===== src/rtl/ptw_pkg.sv =====
package ptw_pkg;
  localparam int PAGE_SHIFT = 12;
  localparam int ATTR_W     = 4;
  localparam int RING_W     = 2;
  localparam int RING_LSB   = 4;

  typedef enum logic [2:0] {
    ST_IDLE,
    ST_XLATE,
    ST_RD_REQ,
    ST_RD_WAIT,
    ST_INSTALL,
    ST_DONE,
    ST_FAIL
  } walk_st_e;
endpackage


===== src/rtl/ptw_pte_addr.sv =====
module ptw_pte_addr #(
  parameter int VA_W      = 32,
  parameter int PTE_SHIFT = 10
) (
  input  logic [VA_W-1:0] base_i,
  input  logic [VA_W-1:0] vaddr_i,
  output logic [VA_W-1:0] pte_va_o
);
  localparam logic [VA_W-1:0] WORD_MASK = ~(VA_W'(3));

  assign pte_va_o = (base_i | (vaddr_i >> PTE_SHIFT)) & WORD_MASK;
endmodule


===== src/rtl/ptw_way_ctr.sv =====
module ptw_way_ctr #(
  parameter int WAY_W = 2
) (
  input  logic             clk_i,
  input  logic             rst_ni,
  input  logic             adv_i,
  output logic [WAY_W-1:0] nxt_o
);
  logic [WAY_W-1:0] cnt_q;

  // pre-increment: the way used is the counter after the step
  assign nxt_o = cnt_q + WAY_W'(1);

  always_ff @(posedge clk_i or negedge rst_ni) begin
    if (!rst_ni)    cnt_q <= '0;
    else if (adv_i) cnt_q <= nxt_o;
  end

  a_r7_hold_idle: assert property (@(posedge clk_i) disable iff (!rst_ni)
    !adv_i |=> $stable(nxt_o));
endmodule


===== src/rtl/ptw_entry_fmt.sv =====
module ptw_entry_fmt
  import ptw_pkg::*;
#(
  parameter int VA_W  = 32,
  parameter int IDX_W = 2
) (
  input  logic [VA_W-1:0]            vaddr_i,
  input  logic [VA_W-1:0]            pte_i,
  output logic [VA_W-PAGE_SHIFT-1:0] vpn_o,
  output logic [IDX_W-1:0]           idx_o,
  output logic [VA_W-PAGE_SHIFT-1:0] ppn_o,
  output logic [ATTR_W-1:0]          attr_o,
  output logic [RING_W-1:0]          ring_o
);
  logic unused_bits;

  assign vpn_o  = vaddr_i[VA_W-1:PAGE_SHIFT];
  assign idx_o  = vaddr_i[PAGE_SHIFT +: IDX_W];
  assign ppn_o  = pte_i[VA_W-1:PAGE_SHIFT];
  assign attr_o = pte_i[ATTR_W-1:0];
  assign ring_o = pte_i[RING_LSB +: RING_W];
  assign unused_bits = ^{vaddr_i[PAGE_SHIFT-1:0], pte_i[PAGE_SHIFT-1:RING_LSB+RING_W]};
endmodule


===== src/rtl/ptw_autorefill.sv =====
module ptw_autorefill
  import ptw_pkg::*;
#(
  parameter int VA_W      = 32,
  parameter int IDX_W     = 2,
  parameter int WAY_W     = 2,
  parameter int CAUSE_W   = 6,
  parameter int PTE_SHIFT = 10
) (
  input  logic                        clk_i,
  input  logic                        rst_ni,
  input  logic                        req_valid_i,
  output logic                        req_ready_o,
  input  logic [VA_W-1:0]             req_vaddr_i,
  input  logic                        req_update_i,
  input  logic [CAUSE_W-1:0]          req_cause_i,
  input  logic [VA_W-1:0]             ptbase_i,
  output logic                        xl_req_o,
  output logic [VA_W-1:0]             xl_vaddr_o,
  input  logic                        xl_rsp_valid_i,
  input  logic                        xl_ok_i,
  input  logic [VA_W-1:0]             xl_paddr_i,
  output logic                        mem_req_valid_o,
  input  logic                        mem_req_ready_i,
  output logic [VA_W-1:0]             mem_addr_o,
  input  logic                        mem_rsp_valid_i,
  input  logic                        mem_rsp_err_i,
  input  logic [VA_W-1:0]             mem_rsp_data_i,
  output logic                        tlb_we_o,
  output logic [WAY_W-1:0]            tlb_way_o,
  output logic [IDX_W-1:0]            tlb_idx_o,
  output logic [VA_W-PAGE_SHIFT-1:0]  tlb_vpn_o,
  output logic [VA_W-1:0]             tlb_pte_o,
  output logic [VA_W-1:0]             excvaddr_o,
  output logic                        done_o,
  output logic                        done_ok_o,
  output logic [CAUSE_W-1:0]          done_cause_o,
  output logic                        done_temp_o,
  output logic [WAY_W-1:0]            done_way_o,
  output logic [RING_W-1:0]           done_ring_o,
  output logic [ATTR_W-1:0]           done_attr_o,
  output logic [VA_W-PAGE_SHIFT-1:0]  done_ppn_o,
  output logic [VA_W-PAGE_SHIFT-1:0]  done_vpn_o
);
  localparam int VPN_W = VA_W - PAGE_SHIFT;

  walk_st_e           st_q;
  logic [VA_W-1:0]    vaddr_q, pva_q, pa_q, pte_q, exc_q;
  logic [CAUSE_W-1:0] cause_q;
  logic               upd_q;
  logic [WAY_W-1:0]   way_q, way_nxt;
  logic [VA_W-1:0]    pva_d;
  logic [VPN_W-1:0]   vpn_w, ppn_w;
  logic [IDX_W-1:0]   idx_w;
  logic [ATTR_W-1:0]  attr_w;
  logic [RING_W-1:0]  ring_w;
  logic               install_we;

  ptw_pte_addr #(.VA_W(VA_W), .PTE_SHIFT(PTE_SHIFT)) u_addr (
    .base_i   (ptbase_i),
    .vaddr_i  (req_vaddr_i),
    .pte_va_o (pva_d)
  );

  ptw_way_ctr #(.WAY_W(WAY_W)) u_way (
    .clk_i  (clk_i),
    .rst_ni (rst_ni),
    .adv_i  (install_we),
    .nxt_o  (way_nxt)
  );

  ptw_entry_fmt #(.VA_W(VA_W), .IDX_W(IDX_W)) u_fmt (
    .vaddr_i (vaddr_q),
    .pte_i   (pte_q),
    .vpn_o   (vpn_w),
    .idx_o   (idx_w),
    .ppn_o   (ppn_w),
    .attr_o  (attr_w),
    .ring_o  (ring_w)
  );

  always_ff @(posedge clk_i or negedge rst_ni) begin
    if (!rst_ni) begin
      st_q    <= ST_IDLE;
      vaddr_q <= '0;
      pva_q   <= '0;
      pa_q    <= '0;
      pte_q   <= '0;
      exc_q   <= '0;
      cause_q <= '0;
      upd_q   <= 1'b0;
      way_q   <= '0;
    end else begin
      case (st_q)
        ST_IDLE: if (req_valid_i) begin
          vaddr_q <= req_vaddr_i;
          pva_q   <= pva_d;
          cause_q <= req_cause_i;
          upd_q   <= req_update_i;
          st_q    <= ST_XLATE;
        end
        ST_XLATE: if (xl_rsp_valid_i) begin
          if (xl_ok_i) begin
            pa_q <= xl_paddr_i;
            st_q <= ST_RD_REQ;
          end else begin
            st_q <= ST_FAIL;
          end
        end
        ST_RD_REQ: if (mem_req_ready_i) st_q <= ST_RD_WAIT;
        ST_RD_WAIT: if (mem_rsp_valid_i) begin
          if (mem_rsp_err_i) begin
            st_q <= ST_FAIL;
          end else begin
            pte_q <= mem_rsp_data_i;
            st_q  <= ST_INSTALL;
          end
        end
        ST_INSTALL: begin
          way_q <= upd_q ? way_nxt : '0;
          if (upd_q) exc_q <= vaddr_q;
          st_q <= ST_DONE;
        end
        default: st_q <= ST_IDLE;
      endcase
    end
  end

  assign install_we      = (st_q == ST_INSTALL) && upd_q;
  assign req_ready_o     = (st_q == ST_IDLE);
  assign xl_req_o        = (st_q == ST_XLATE);
  assign xl_vaddr_o      = pva_q;
  assign mem_req_valid_o = (st_q == ST_RD_REQ);
  assign mem_addr_o      = pa_q;
  assign tlb_we_o        = install_we;
  assign tlb_way_o       = way_nxt;
  assign tlb_idx_o       = idx_w;
  assign tlb_vpn_o       = vpn_w;
  assign tlb_pte_o       = pte_q;
  assign excvaddr_o      = exc_q;
  assign done_o          = (st_q == ST_DONE) || (st_q == ST_FAIL);
  assign done_ok_o       = (st_q == ST_DONE);
  assign done_cause_o    = cause_q;
  assign done_temp_o     = (st_q == ST_DONE) && !upd_q;
  assign done_way_o      = way_q;
  assign done_ring_o     = ring_w;
  assign done_attr_o     = attr_w;
  assign done_ppn_o      = ppn_w;
  assign done_vpn_o      = vpn_w;

  a_r2_xl_hold: assert property (@(posedge clk_i) disable iff (!rst_ni)
    xl_req_o && !xl_rsp_valid_i |=> xl_req_o && $stable(xl_vaddr_o));
  a_r3_xl_fail: assert property (@(posedge clk_i) disable iff (!rst_ni)
    xl_req_o && xl_rsp_valid_i && !xl_ok_i |=> done_o && !done_ok_o && !tlb_we_o);
  a_r4_mem_err: assert property (@(posedge clk_i) disable iff (!rst_ni)
    (st_q == ST_RD_WAIT) && mem_rsp_valid_i && mem_rsp_err_i |=> done_o && !done_ok_o);
  a_r5_mem_hold: assert property (@(posedge clk_i) disable iff (!rst_ni)
    mem_req_valid_o && !mem_req_ready_i |=> mem_req_valid_o && $stable(mem_addr_o));
  a_r6_way_report: assert property (@(posedge clk_i) disable iff (!rst_ni)
    tlb_we_o |=> done_o && done_ok_o && (done_way_o == $past(tlb_way_o)));
  a_r6_single_write: assert property (@(posedge clk_i) disable iff (!rst_ni)
    tlb_we_o |=> !tlb_we_o);
  a_r9_exc_stable: assert property (@(posedge clk_i) disable iff (!rst_ni)
    !tlb_we_o |=> $stable(excvaddr_o));
  a_r10_accept_starts: assert property (@(posedge clk_i) disable iff (!rst_ni)
    req_valid_i && req_ready_o |=> xl_req_o && !req_ready_o);
  a_r10_busy: assert property (@(posedge clk_i) disable iff (!rst_ni)
    (xl_req_o || mem_req_valid_o || tlb_we_o || done_o) |-> !req_ready_o);
endmodule


===== config.mk =====
export PLATFORM = sky130hd
export DESIGN_NAME = ptw_autorefill
export DESIGN_NICKNAME = d
export VERILOG_FILES = /design/src/rtl/ptw_pkg.sv /design/src/rtl/ptw_pte_addr.sv /design/src/rtl/ptw_way_ctr.sv /design/src/rtl/ptw_entry_fmt.sv /design/src/rtl/ptw_autorefill.sv
export SDC_FILE = /design/constraint.sdc
export NUM_CORES = 1
export LEC_CHECK = 0
export CAP_MARGIN = 10
export CORE_ASPECT_RATIO = 0.5
export CORE_MARGIN = 2
export CORE_UTILIZATION = 41
export DETAILED_ROUTE_END_ITERATION = 6
export HOLD_SLACK_MARGIN = 0.15
export PLACE_DENSITY = 0.8
export SYNTH_ARGS = -nofsm -noshare
export SYNTH_HDL_FRONTEND = slang
export SYNTH_HIERARCHICAL = 1
export SYNTH_SLANG_ARGS = --single-unit

===== constraint.sdc =====
create_clock -name clk_i -period 1.82 [get_ports clk_i]
set_input_delay 0.364 -clock clk_i [delete_from_list [all_inputs] [get_ports clk_i]]
set_output_delay 0.364 -clock clk_i [all_outputs]
set_load 0.05 [all_outputs]

==> impl_metrics.json <==
{
  "status": "finished with violations",
  "violations": "setup timing",
  "hold_viol_final": 0,
  "diodes": 0,
  "rsz0062_at_grt": "yes",
  "syn-cell-area_um2": 7560,
  "clock_skew_ns": 0.0128,
  "fp-row-count": 35,
  "crit_arrival_ns": 1.51,
  "wl_met1_um": 8090,
  "final_max_slew_viol_count": 0,
  "syn_to_final_growth_pct": 53.1,
  "synth_cell_types": 31,
  "start_util_pct": 41.5,
  "cp_max_fo": 6,
  "grt_max_degree": 40,
  "antenna_found_initial": 0,
  "syn_area_per_cell_um2": 15.0,
  "drv_cap": 0,
  "synth_edf_count": 0,
  "timing_worst_setup_path_type": "reg2out",
  "setup_viol": 48,
  "yosysWarnings": 6,
  "wl_per_cell_um": 18.3,
  "drc": 0,
  "fin_crit_sh_pct": 103,
  "dpl-instance-area_um2": 10600,
  "crit_path_end_kind": "primary output",
  "drt-initial-drc-count": 110,
  "final_cell_mix": "224 x buf_4, 173 x dfrtp_1, 139 x clkdlybuf4s50_1",
  "nets": 962,
  "track_usage_pct": 18.5,
  "slowest_stage": "dfrtp_2",
  "totalWireLength_um": 19600,
  "dieArea_um2": 19600,
  "fillCellCount": 1368,
  "die_h_um": 100,
  "cts.sinks": 174,
  "crit_required_ns": 1.46,
  "io_pins": 356,
  "ys_ff_latch": 174,
  "crit_chain": "buf_6 -> and3b_2 -> nor2b_4 -> buf_12",
  "wl_met3_um": 598,
  "io_buffers": 353,
  "htreeDepth": 4,
  "syn_inst": 505,
  "drive_above_1_share_pct": 54.8,
  "clockRootBuffer": "clkbuf_16",
  "worst_slack_ns": -0.0563,
  "critPathMaxStageDelay_ns": 0.46,
  "first_pass_iters": 4,
  "route.met2.wl_um": 10700,
  "hpwl_um": 14100,
  "cts_buffer_depth": 2,
  "postSynth.asyncResetShare_pct": 100,
  "ys.flop_type": "dfrtp_1",
  "cts.clk_slew.worst_paths_ns": 0.07,
  "grt_pass1_wl_um": 28100,
  "hold_path_class": "in2async",
  "max_freq_mhz": 533,
  "first_global_vias": 5063,
  "overflow": 0,
  "cts_made_buffers": 17,
  "highest_layer": "met4",
  "finalCoreUtilization_pct": 63.5,
  "final_area_um2": 11600,
  "clk_latency_ns": 0.42,
  "avgViaCountPerCell": 4.68,
  "ys_seq_area_share_pct": 57.6,
  "ant_nets": 0,
  "die_x_um": 196,
  "gp_congestion": 0.788,
  "period_needed_ns": 1.88,
  "fp.coreArea_um2": 18200,
  "route.vias.total": 5015,
  "worstSetupStartpointType": "flip-flop",
  "cts_tree": "done",
  "layout_commonest_cell": "buf_4"
}
final cells by class:
| type | instances | area (um2) | share of cell area [%] |
|---|---|---|---|
| Clock buffer | 17 | 425 | 3.68 |
| Timing Repair Buffer | 397 | 3700 | 31.9 |
| Inverter | 2 | 7.51 | 0.0649 |
| Clock inverter | 15 | 146 | 1.26 |
| Sequential cell | 174 | 4360 | 37.6 |
| Multi-Input combinational cell | 227 | 2640 | 22.8 |
| Tap cell | 240 | 300 | 2.59 |
layer usage:
metal	vias to the layer above	global-route usage [%]
met5	-	0
met4	0	5.19
met3	20	3.70
met2	124	34.4
met1	2601	22.1
li1	2270	-
final timing paths:
kind	startpoint	end	slack, ns	cells past startpoint
worst min register to register	mem_addr_o[7]$_DFFE_PN0P_	mem_addr_o[7]$_DFFE_PN0P_	0.49	1
min in group clk_i	mem_addr_o[7]$_DFFE_PN0P_	mem_addr_o[7]$_DFFE_PN0P_	0.49	1
worst max register to register	st_q[2]$_DFFE_PN0P_	vaddr_q[11]$_DFFE_PN0P_	-0.03	7
worst min-delay path	rst_ni	mem_addr_o[31]$_DFFE_PN0P_	0.43	2
max in group asynchronous	rst_ni	tlb_pte_o[24]$_DFFE_PN0P_	0.77	3
worst max-delay path	st_q[0]$_DFFE_PN0P_	done_temp_o	-0.06	4
stage by stage:
step / cells / setup TNS, ns / setup WS, ns / hold WS, ns
after floorplan: 506 / -13.46 / -0.144 / 0.0684
after global placement: 1017 / -7.15 / -0.228 / 0.294
after detailed placement: 1017 / -7.35 / -0.242 / 0.297
after CTS: 1059 / -0.257 / -0.0620 / 0.407
after global routing: 1072 / -3.00 / -0.104 / 0.433
final: 1072 / -0.621 / -0.0563 / 0.428
state kept, by name, indices dropped and copies added, names as in the netlist:
name	flops
mem_addr_o	32
excvaddr_o	32
xl_vaddr_o	32
st_q	3
done_way_o	2
vaddr_q	32
upd_q	1
tlb_pte_o	32
done_cause_o	6
u_way/cnt_q	2
critical path: cells and delay by family, from the launching register on:
kind	cells	cell delay [ns]
DFF	1	0.46
and+or+nand+nor	2	0.33
buffers and inverters	2	0.30
cell usage after synthesis (2+ instances only):
cell type    n  share of area, %
dfrtp_1    174                58
nor2b_1      4              0.33
mux2_1      28               4.2
buf_4       84               8.3
or2_1       20               1.7
o21ai_0      6              0.40
buf_6       16               2.4
and3b_1      2              0.23
mux2_4      30               6.0
and3_1       2              0.17
nand2b_1     2              0.17
mux2_2     109                16
buf_2        2              0.13
and2_1       2              0.17
nand2_1      4              0.20
inv_1        2             0.099
xor2_1       3              0.35
nor2_1       2             0.099
cells by family (layout without fill, tap and decap cells):
group / after synthesis / in the layout / share of synthesized area, %
AO/OA/AOI/OAI: 10 / 10 / 0.778
XOR/XNOR: 4 / 4 / 0.464
buffers and inverters: 105 / 431 / 11.0
flip-flops: 174 / 174 / 57.6
multiplexers: 168 / 168 / 26.5
other: 1 / 2 / 0.0496
AND/OR/NAND/NOR: 43 / 43 / 3.59
repair_timing:
item / 4_1_cts / 5_1_grt
cloned: 0 / 4
setup endpoints to repair: 7 / 44
resized for setup: 9 / 38
pin swaps: 3 / 2
hold buffers: 1 / 0
buffers inserted: 9 / 9
endpoints found under the hold margin: 31 / 0
Power is left out: the tool's default activity adds up to more than one toggle a clock period on the data nets, which glitch-free logic cannot reach.
